[src/rtl/lms_pkg.sv]
package lms_pkg;
  typedef enum logic [1:0] {
    MODE_HBLANK = 2'd0,
    MODE_VBLANK = 2'd1,
    MODE_SEARCH = 2'd2,
    MODE_DRAW   = 2'd3
  } lcd_mode_e;

  typedef enum logic [1:0] {
    TGT_OAM  = 2'd0,
    TGT_VRAM = 2'd1,
    TGT_PAL  = 2'd2,
    TGT_FREE = 2'd3
  } cpu_tgt_e;

  typedef struct packed {
    logic oam;
    logic vram;
    logic pal;
  } access_t;
endpackage

[src/rtl/lms_counters.sv]
module lms_counters #(
  parameter int DOTS  = 456,
  parameter int LINES = 154,
  parameter int DW    = $clog2(DOTS),
  parameter int LW    = $clog2(LINES)
) (
  input  logic          clk,
  input  logic          rst,
  input  logic          dot_en,
  input  logic          disp_en,
  output logic          step,
  output logic [DW-1:0] dot_n,
  output logic [LW-1:0] line_n,
  output logic [DW-1:0] dot_q,
  output logic [LW-1:0] line_q
);
  localparam logic [DW-1:0] DOT_LAST  = DW'(DOTS - 1);
  localparam logic [LW-1:0] LINE_LAST = LW'(LINES - 1);

  logic running_q;

  assign step = disp_en & dot_en;

  // Next position: the first tick after enable lands on dot 0 of line 0.
  always_comb begin
    dot_n  = '0;
    line_n = '0;
    if (running_q) begin
      if (dot_q == DOT_LAST) begin
        dot_n  = '0;
        line_n = (line_q == LINE_LAST) ? '0 : line_q + 1'b1;
      end else begin
        dot_n  = dot_q + 1'b1;
        line_n = line_q;
      end
    end
  end

  always_ff @(posedge clk) begin
    if (rst || !disp_en) begin
      dot_q     <= '0;
      line_q    <= '0;
      running_q <= 1'b0;
    end else if (dot_en) begin
      dot_q     <= dot_n;
      line_q    <= line_n;
      running_q <= 1'b1;
    end
  end
endmodule

[src/rtl/lms_mode_ctl.sv]
module lms_mode_ctl
  import lms_pkg::*;
#(
  parameter int VIS_LINES = 144,
  parameter int SCAN_DOTS = 80,
  parameter int DRAW_MIN  = 172,
  parameter int DRAW_MAX  = 289,
  parameter int DW        = 9,
  parameter int LW        = 8,
  parameter int LENW      = $clog2(DRAW_MAX + 1)
) (
  input  logic            clk,
  input  logic            rst,
  input  logic            disp_en,
  input  logic            step,
  input  logic [DW-1:0]   dot_n,
  input  logic [LW-1:0]   line_n,
  input  logic [LENW-1:0] draw_len,
  output lcd_mode_e       mode_q,
  output logic            chg_q,
  output logic            lstb_q,
  output access_t         acc_q
);
  localparam int SW = ((DW > LENW) ? DW : LENW) + 1;
  localparam logic [LW-1:0]   VIS_L  = LW'(VIS_LINES);
  localparam logic [SW-1:0]   SCAN_S = SW'(SCAN_DOTS);
  localparam logic [LENW-1:0] MIN_L  = LENW'(DRAW_MIN);
  localparam logic [LENW-1:0] MAX_L  = LENW'(DRAW_MAX);

  logic [LENW-1:0] len_q;
  logic [LENW-1:0] len_clamped;
  logic [LENW-1:0] len_now;
  logic            draw_entry;
  logic [SW-1:0]   dot_w;
  logic [SW-1:0]   draw_end;
  lcd_mode_e       mode_n;
  access_t         acc_n;

  always_comb begin
    if (draw_len < MIN_L)      len_clamped = MIN_L;
    else if (draw_len > MAX_L) len_clamped = MAX_L;
    else                       len_clamped = draw_len;
  end

  assign dot_w      = SW'(dot_n);
  assign draw_entry = (line_n < VIS_L) && (dot_w == SCAN_S);
  assign len_now    = draw_entry ? len_clamped : len_q;
  assign draw_end   = SCAN_S + SW'(len_now);

  always_comb begin
    if (line_n >= VIS_L)      mode_n = MODE_VBLANK;
    else if (dot_w < SCAN_S)  mode_n = MODE_SEARCH;
    else if (dot_w < draw_end) mode_n = MODE_DRAW;
    else                      mode_n = MODE_HBLANK;
  end

  always_comb begin
    acc_n.oam  = (mode_n != MODE_SEARCH) && (mode_n != MODE_DRAW);
    acc_n.vram = (mode_n != MODE_DRAW);
    acc_n.pal  = (mode_n != MODE_DRAW);
  end

  always_ff @(posedge clk) begin
    if (rst || !disp_en) begin
      mode_q <= MODE_HBLANK;
      chg_q  <= 1'b0;
      lstb_q <= 1'b0;
      acc_q  <= '{oam: 1'b1, vram: 1'b1, pal: 1'b1};
      len_q  <= MIN_L;
    end else if (step) begin
      mode_q <= mode_n;
      chg_q  <= (mode_n != mode_q);
      lstb_q <= (dot_n == '0);
      acc_q  <= acc_n;
      if (draw_entry) len_q <= len_clamped;
    end else begin
      chg_q  <= 1'b0;
      lstb_q <= 1'b0;
    end
  end
endmodule

[src/rtl/lms_bus_gate.sv]
module lms_bus_gate
  import lms_pkg::*;
#(
  parameter int DATA_W = 8
) (
  input  access_t           acc,
  input  logic [1:0]        cpu_tgt,
  input  logic              cpu_we,
  input  logic [DATA_W-1:0] mem_rdata,
  output logic              mem_we,
  output logic [DATA_W-1:0] cpu_rdata
);
  logic allow;

  always_comb begin
    unique case (cpu_tgt_e'(cpu_tgt))
      TGT_OAM:  allow = acc.oam;
      TGT_VRAM: allow = acc.vram;
      TGT_PAL:  allow = acc.pal;
      default:  allow = 1'b1;
    endcase
  end

  assign mem_we    = cpu_we & allow;
  assign cpu_rdata = allow ? mem_rdata : {DATA_W{1'b1}};
endmodule

[src/rtl/lcd_mode_seq.sv]
module lcd_mode_seq
  import lms_pkg::*;
#(
  parameter int DOTS_PER_LINE = 456,
  parameter int VIS_LINES     = 144,
  parameter int TOTAL_LINES   = 154,
  parameter int SCAN_DOTS     = 80,
  parameter int DRAW_MIN      = 172,
  parameter int DRAW_MAX      = 289,
  parameter int DATA_W        = 8
) (
  input  logic                              clk,
  input  logic                              rst,
  input  logic                              dot_en_i,
  input  logic                              disp_en_i,
  input  logic [$clog2(DRAW_MAX+1)-1:0]     draw_len_i,
  output logic [1:0]                        mode_o,
  output logic [$clog2(TOTAL_LINES)-1:0]    ly_o,
  output logic [$clog2(DOTS_PER_LINE)-1:0]  dot_o,
  output logic                              mode_chg_o,
  output logic                              line_start_o,
  output logic                              oam_ok_o,
  output logic                              vram_ok_o,
  output logic                              pal_ok_o,
  input  logic [1:0]                        cpu_tgt_i,
  input  logic                              cpu_we_i,
  input  logic [DATA_W-1:0]                 mem_rdata_i,
  output logic                              mem_we_o,
  output logic [DATA_W-1:0]                 cpu_rdata_o
);
  localparam int DW   = $clog2(DOTS_PER_LINE);
  localparam int LW   = $clog2(TOTAL_LINES);
  localparam int LENW = $clog2(DRAW_MAX + 1);

  logic          step;
  logic [DW-1:0] dot_n;
  logic [LW-1:0] line_n;
  lcd_mode_e     mode_q;
  access_t       acc_q;

  lms_counters #(
    .DOTS (DOTS_PER_LINE),
    .LINES(TOTAL_LINES),
    .DW   (DW),
    .LW   (LW)
  ) u_cnt (
    .clk    (clk),
    .rst    (rst),
    .dot_en (dot_en_i),
    .disp_en(disp_en_i),
    .step   (step),
    .dot_n  (dot_n),
    .line_n (line_n),
    .dot_q  (dot_o),
    .line_q (ly_o)
  );

  lms_mode_ctl #(
    .VIS_LINES(VIS_LINES),
    .SCAN_DOTS(SCAN_DOTS),
    .DRAW_MIN (DRAW_MIN),
    .DRAW_MAX (DRAW_MAX),
    .DW       (DW),
    .LW       (LW),
    .LENW     (LENW)
  ) u_ctl (
    .clk     (clk),
    .rst     (rst),
    .disp_en (disp_en_i),
    .step    (step),
    .dot_n   (dot_n),
    .line_n  (line_n),
    .draw_len(draw_len_i),
    .mode_q  (mode_q),
    .chg_q   (mode_chg_o),
    .lstb_q  (line_start_o),
    .acc_q   (acc_q)
  );

  lms_bus_gate #(
    .DATA_W(DATA_W)
  ) u_gate (
    .acc      (acc_q),
    .cpu_tgt  (cpu_tgt_i),
    .cpu_we   (cpu_we_i),
    .mem_rdata(mem_rdata_i),
    .mem_we   (mem_we_o),
    .cpu_rdata(cpu_rdata_o)
  );

  assign mode_o    = mode_q;
  assign oam_ok_o  = acc_q.oam;
  assign vram_ok_o = acc_q.vram;
  assign pal_ok_o  = acc_q.pal;
endmodule

[config.mk]
export PLATFORM = sky130hd
export DESIGN_NAME = lcd_mode_seq
export DESIGN_NICKNAME = d
export VERILOG_FILES = /design/src/rtl/lms_pkg.sv /design/src/rtl/lms_counters.sv /design/src/rtl/lms_mode_ctl.sv /design/src/rtl/lms_bus_gate.sv /design/src/rtl/lcd_mode_seq.sv
export SDC_FILE = /design/constraint.sdc
export NUM_CORES = 1
export LEC_CHECK = 0
export ABC_AREA = 1
export BUFFER_PORTS_ARGS = -buffer_cell sky130_fd_sc_hd__buf_2
export CORE_ASPECT_RATIO = 0.5
export CORE_UTILIZATION = 35
export DETAILED_ROUTE_END_ITERATION = 7
export MAX_ROUTING_LAYER = met4
export PLACE_DENSITY = 0.62
export SYNTH_ARGS = -nofsm -noshare
export SYNTH_HDL_FRONTEND = slang
export SYNTH_SLANG_ARGS = --single-unit
[constraint.sdc]
create_clock -name clk -period 4.34 [get_ports clk]
set_input_delay 0.217 -clock clk [delete_from_list [all_inputs] [get_ports clk]]
set_output_delay 0.217 -clock clk [all_outputs]
set_load 0.02 [all_outputs]
Word-level counts from Yosys, hierarchy flattened
Index checks and enable logic that the tools add are counted.
Storage, ports and cells
  bits in registers: 33
  output and inout bits: 33
  word-level logic and storage cells: 50
Operators by class
  add/sub/neg operators: 3
  order comparisons: 6
  equality and inequality tests: 8
  mux-type cells: 13
  bitwise logic cells: 3
  reductions and logical operators: 8
Operators with widths (number)
  $mux 9: 5
  $mux 8: 4
  $add 7x9->10 const A: 1
  $lt 9x10->1: 1
  $add 9x1->9 const B: 1
  $eq 9x7->1 const B: 1
  $eq 9x9->1 const B: 1
  $gt 9x9->1 const B: 1
  $logic_not 9->1: 1
  $lt 9x7->1 const B: 1
  $lt 9x8->1 const B: 1
  $add 8x1->8 const B: 1
  $eq 8x8->1 const B: 1
  $ge 8x8->1 const B: 1
  $lt 8x8->1 const B: 1
  $mux 2: 3
  $ne 2x2->1 const B: 2
  $reduce_or 2->1: 2
  $and 1x1->1: 2
  $eq 2x1->1 const B: 1
  $eq 2x2->1 const B: 1
  $logic_and 1x1->1: 2
  $logic_not 2->1: 1
  $ne 2x2->1: 1
  other kinds (4): 4

Depth between registers and ports, before layout
  word-level depth: 14
  depth in mapped cells: 29
  depth with buffers taken out: 29

By module
Synthesis repeated with hierarchy kept, for this count alone.
Second synthesis, totals
  cell total of the unflattened synthesis: 400
  area, all modules: 2618.8 sq um
By module, submodules not included
  lms_mode_ctl: times used 1, cells an instance 190, area each 1241.2 sq um, seq. area each 300.3 sq um
  lms_counters: times used 1, cells an instance 193, area each 1238.7 sq um, seq. area each 360.3 sq um
  lms_bus_gate: times used 1, cells an instance 17, area each 138.9 sq um, seq. area each 0.0 sq um

Worst setup path before layout
No wires, ideal clock.
  path kind: register to register
  from: reg u_cnt.dot_q[0]
  to: reg, netlist name u_ctl.acc_q[0]
  setup time: 0.123 ns
  arrival: 3.224 ns
  required time: 4.217 ns
  slack: 0.992 ns
  cell stages (with the launch flop): 28
  path buffers: 0
  clock period less this slack: 3.348 ns
  cell sequence: dfxtp_1 -> ha_1 -> nand2_2 -> inv_2 -> nand2_2 -> nor2_4 -> nand2_1 -> nand2_1 -> nand3_1 -> nand3_1 -> nand2_2 -> nand2_4 -> inv_4 -> nand3_2 -> o21ai_2 -> ha_1 -> o21ai_0 -> xor2_1 -> ha_1 -> and3_1 -> nand2_1 -> nand2_1 -> nand2_1 -> nand2_1 -> nand2_1 -> nand2_1 -> o21ai_1 -> nand3_1
On the way
  cells in the longest elaborated chain, start to end: 12
  elaborated cells between the ends (all ways): 18
  classes of those cells: add/sub: 2; order compare: 4; eq/ne: 3; mux: 8; reduce/logical: 1
RTL lines
  from (decl): RTL line lms_counters.sv:14  | output logic [DW-1:0] dot_q,
  from (signal assigned): RTL line lms_counters.sv:45  | dot_q <= dot_n;
  $add 9x1->9 or $eq 9x9->1 (tied branches): RTL line lms_counters.sv:33, lms_counters.sv:29
  $mux 9 or $mux 8 (tied branches): RTL line lms_counters.sv:29  | if (dot_q == DOT_LAST) begin
  $mux 9 or $mux 8 (tied branches): RTL line lms_counters.sv:28  | if (running_q) begin
  $eq 9x7->1 or $lt 8x8->1 (tied branches): RTL line lms_mode_ctl.sv:46  | assign draw_entry = (line_n < VIS_L) && (dot_w == SCAN_S);
  $logic_and 1x1->1 *: RTL line lms_mode_ctl.sv:46
  $mux 9 *
  via u_ctl.len_now[4]: RTL line lms_mode_ctl.sv:32  | logic [LENW-1:0] len_now;
  $add 7x9->10 *: RTL line lms_mode_ctl.sv:48  | assign draw_end = SCAN_S + SW'(len_now);
  $lt 9x10->1 *: RTL line lms_mode_ctl.sv:53  | else if (dot_w < draw_end) mode_n = MODE_DRAW;
  $mux 2 *: RTL line lms_mode_ctl.sv:53
  $mux 2 *: RTL line lms_mode_ctl.sv:52  | else if (dot_w < SCAN_S) mode_n = MODE_SEARCH;
  $mux 2 *: RTL line lms_mode_ctl.sv:51  | if (line_n >= VIS_L) mode_n = MODE_VBLANK;
  $ne 2x2->1 *: RTL line lms_mode_ctl.sv:60  | acc_n.pal = (mode_n != MODE_DRAW);
The timed path passes the listed nets; every way through them passes the cells marked *.
A chain may end at the register's enable or synchronous reset.

Final worst setup path
  from: reg u_cnt.dot_q[0]
  to: reg, netlist name u_ctl.acc_q[0]
On the way
  cells in the longest elaborated chain, start to end: 12
  elaborated cells between the ends (all ways): 18
  classes of those cells: add/sub: 2; order compare: 4; eq/ne: 3; mux: 8; reduce/logical: 1
RTL lines (RTL line)
  $add 9x1->9 or $eq 9x9->1 (tied branches): lms_counters.sv:33, lms_counters.sv:29
  $mux 9 or $mux 8 (tied branches): lms_counters.sv:29
  $mux 9 or $mux 8 (tied branches): lms_counters.sv:28
  $eq 9x7->1 or $lt 8x8->1 (tied branches): lms_mode_ctl.sv:46
  $logic_and 1x1->1 *: lms_mode_ctl.sv:46
  $mux 9 *
  via u_ctl.len_now[4]: lms_mode_ctl.sv:32
  $add 7x9->10 *: lms_mode_ctl.sv:48
  $lt 9x10->1 *: lms_mode_ctl.sv:53
  $mux 2 *: lms_mode_ctl.sv:53
  $mux 2 *: lms_mode_ctl.sv:52
  $mux 2 *: lms_mode_ctl.sv:51
  $ne 2x2->1 *: lms_mode_ctl.sv:60
Marks and branches as above.

==> results by group <==
Place
  • Post-Place Cells: 524
  • # port buffers: 56
  • RD Place Congestion: 0.913
  • Placed cell area: 2790 sq um
  • DP HPWL: 4720 um

Synthesis
  • Post-synthesis cell type count: 40
  • Synth Instances: 386
  • Top cells by area, synth: dfxtp_1, nand2_1, inv_1
  • Syn_nets: 424
  • Yosys top cell by area: dfxtp_1
  • YS warnings: 0
  • Synth top area share: 27.1%
  • Flop and latch count out of synthesis: 33
  • Synthesized area per cell: 6.31 sq um
  • Count leader, synth: nand2_1
  • Top cells by count, synth: nand2_1, inv_1, dfxtp_1
  • Asr flop ratio synth: 0%
  • Sequential area share after synthesis: 27.1%
  • Synthesized area: 2440 sq um
  • Top FF cell, synth: dfxtp_1
  • Post-synth EDFFs: 0

Setup path
  • CP Class: flip-flop to flip-flop
  • Most frequent CP cell: nand2_1
  • Crit path buffers/inverters: 2
  • CP max-delay cell: dfxtp_1
  • Worst Setup End Kind: flip-flop
  • Worst path depth: 27
  • CP max stage delay: 410 ps
  • CP required: 4500 ps
  • R2R cell count: 27
  • Critical Path Start Type: flip-flop
  • Largest delay contributor family on the critical path: simple AND/OR/NAND/NOR gates
  • CP Max Fanout: 9
  • Worst EP arrival: 3820 ps

Detailed routing
  • First-pass iteration count of the detailed router: 4
  • DR vias: 2,537
  • Wire per inst: 11.6 um
  • DRT iter0 DRCs: 154
  • Antenna-violating nets left: 0
  • Residual DRC: 0
  • DRT Wirelength: 6190 um
  • Via/cell ratio: 4.77

Global route
  • Total grt overflow: 0
  • Initial antenna violation count: 0
  • Largest net degree at the start of global routing: 33
  • First-pass GRT wire length: 10,200 um
  • Vias in the first global route: 2,160
  • Total track usage: 18.2%

Power
  • Pwr per Cell Area: 271 nW/um^2
  • Worst IR Drop VDD: 0.000117 V
  • Leak: 1.57 nW

Clock tree
  • Clk slew on worst S/H paths: 60 ps
  • Root Buffer: clkbuf_16
  • Skew-Pair Late Insertion Delay: 280 ps
  • CTS tree: done
  • Clk sinks: 33
  • Post-CTS sizing: 0
  • # Post-CTS Setup Buffers: 0
  • Hold buffer count at cts: 0
  • Total CTS buffers: 5
  • H-tree level count: 2
  • Maximum clock path buffer count: 2

Floorplan
  • Die Span Y: 61.0 um
  • Die Area: 7320 sq um
  • Core area: 6700 sq um
  • Cell row count: 21
  • Ports: 57
  • Starting Density: 36.4%
  • Horiz. Die Dim: 120 um

Finish
  • Filler cells: 708
  • Final instance area: 2920 sq um
  • Final Net Count: 477
  • ANT cells: 0
  • Area growth syn-to-layout: 20.0%
  • Share of layout cells above drive strength 1: 20.5%
  • Final std cells w/o fill: 532

Timing
  • Final Hold Fails: 0
  • Max Clk Rate: 0.273 GHz
  • Clock Skew: 4.33 ps
  • Slew HR: 65.2%
  • Worst-Margin Slew: 523 ps
  • Tcrit/Tclk final: 84.4%
  • RSZ-0062 raised after global routing: false
  • Setup TNS: 0 ps
  • Final setup fails: 0
  • Fin crit period: 3660 ps
  • Final Max Tran Viols: 0
  • Min Hold Slack: 376 ps

Hold path
  • Worst hold path type: input port to flip-flop
  • Hold Path Cell Cnt: 4

Run status
  • Outcome: complete, no violations

Flow run
  • Max-Cap Viols: 0
## cells in the final DEF (no fill, tap or decap), types with 2 or more instances in the layout
| cell | synthesis | layout |
|---|---|---|
| a211oi_1 | 2 | 2 |
| nand2_2 | 5 | 5 |
| nand4_1 | 6 | 6 |
| nor2_2 | 5 | 5 |
| nand3_2 | 7 | 7 |
| ha_1 | 14 | 14 |
| dfxtp_1 | 33 | 33 |
| nand3_1 | 24 | 24 |
| o21bai_1 | 2 | 2 |
| nand2_1 | 97 | 97 |
| inv_2 | 2 | 2 |
| buf_2 | 2 | 56 |
| clkinv_2 | 0 | 2 |
| nand2_4 | 2 | 2 |
| clkbuf_16 | 0 | 5 |
| o211ai_1 | 3 | 3 |
| inv_1 | 69 | 69 |
| o21ai_0 | 28 | 28 |
| a21oi_1 | 31 | 31 |
| xnor2_1 | 2 | 2 |
| nor2_1 | 23 | 23 |
| nor2_4 | 2 | 2 |
| o21ai_1 | 2 | 2 |
## state kept, by name, indices dropped and copies added (netlist names)
signal	count
u_ctl.len_q	9
u_cnt.line_q	8
u_ctl.acc_q	2
u_ctl.mode_q	2
u_ctl.chg_q	1
u_cnt.dot_q	9
u_ctl.lstb_q	1
u_cnt.running_q	1
## area by class of cell
class	count	area (sq um)	area share [%]
Multi-Input combinational cell	269	1450	49.4
Sequential cell	33	661	22.6
Timing Repair Buffer	57	288	9.84
Inverter	73	277	9.46
Clock buffer	6	129	4.41
Tap cell	92	115	3.94
Clock inverter	2	10.0	0.342
## through the flow
| step | power, mW | utilization, % | setup slack, ps |
|---|---|---|---|
| finish | 0.793 | 43.6 | 678 |
| detailed placement | 0.456 | 41.6 | 741 |
| global placement | 0.455 | 41.6 | 789 |
| global route | 0.834 | 43.6 | 263 |
| floorplan | 0.414 | - | 992 |
| CTS | 0.798 | 43.6 | 695 |
## worst paths after layout
check	slack [ps]	to	start
setup / recovery	680	u_ctl.acc_q[0]	u_cnt.dot_q[0]
hold / removal	380	u_ctl.acc_q[0]	rst
setup reg to reg	680	u_ctl.acc_q[0]	u_cnt.dot_q[0]
hold reg to reg	480	u_ctl.len_q[3]	u_ctl.len_q[3]
## worst register-to-register path: stages (launching register included)
cell and delay (ps):
dfxtp_1 410, ha_1 210, nand2_2 100, inv_2 90
nand2_2 60, nor2_4 230, nand2_1 80, nand2_1 60
nand3_1 80, nand3_1 140, nand2_2 140, nand2_4 150
inv_4 70, nand3_2 60, o21ai_2 80, ha_1 220
o21ai_0 200, xor2_1 180, ha_1 270, and3_1 180
nand2_1 60, nand2_1 60, nand2_1 60, nand2_1 60
nand2_1 90, nand2_1 60, o21ai_1 80, nand3_1 70
## metal layers
metal | up-vias | track usage (%) | wire length [um]
met5 | - | - | 0
met4 | 0 | 2.32 | 0
met3 | 0 | 3.24 | 280
met2 | 47 | 28.0 | 2740
met1 | 1146 | 25.5 | 3170
li1 | 1344 | - | -
## report_power, final
| part | switching [mW] | leakage, nW | internal (mW) |
|---|---|---|---|
| Sequential | 0.0108 | 0.269 | 0.313 |
| Combinational | 0.0812 | 1.23 | 0.0438 |
| Clock | 0.133 | 0.0706 | 0.211 |
## cell families (layout without fill, tap and decap cells)
family                   after synthesis  count (layout)  share of synthesized area [%]
XOR/XNOR                               3               3                           1.08
AND/OR/NAND/NOR                      175             175                           33.2
flip-flops                            33              33                           27.1
adder cells (fa/ha/maj)               14              14                           7.19
multiplexers                           1               1                          0.411
AO/OA/AOI/OAI                         76              76                           17.4
buffers and inverters                 84             138                           13.6
No activity file was read; power rests on OpenSTA's default activity.
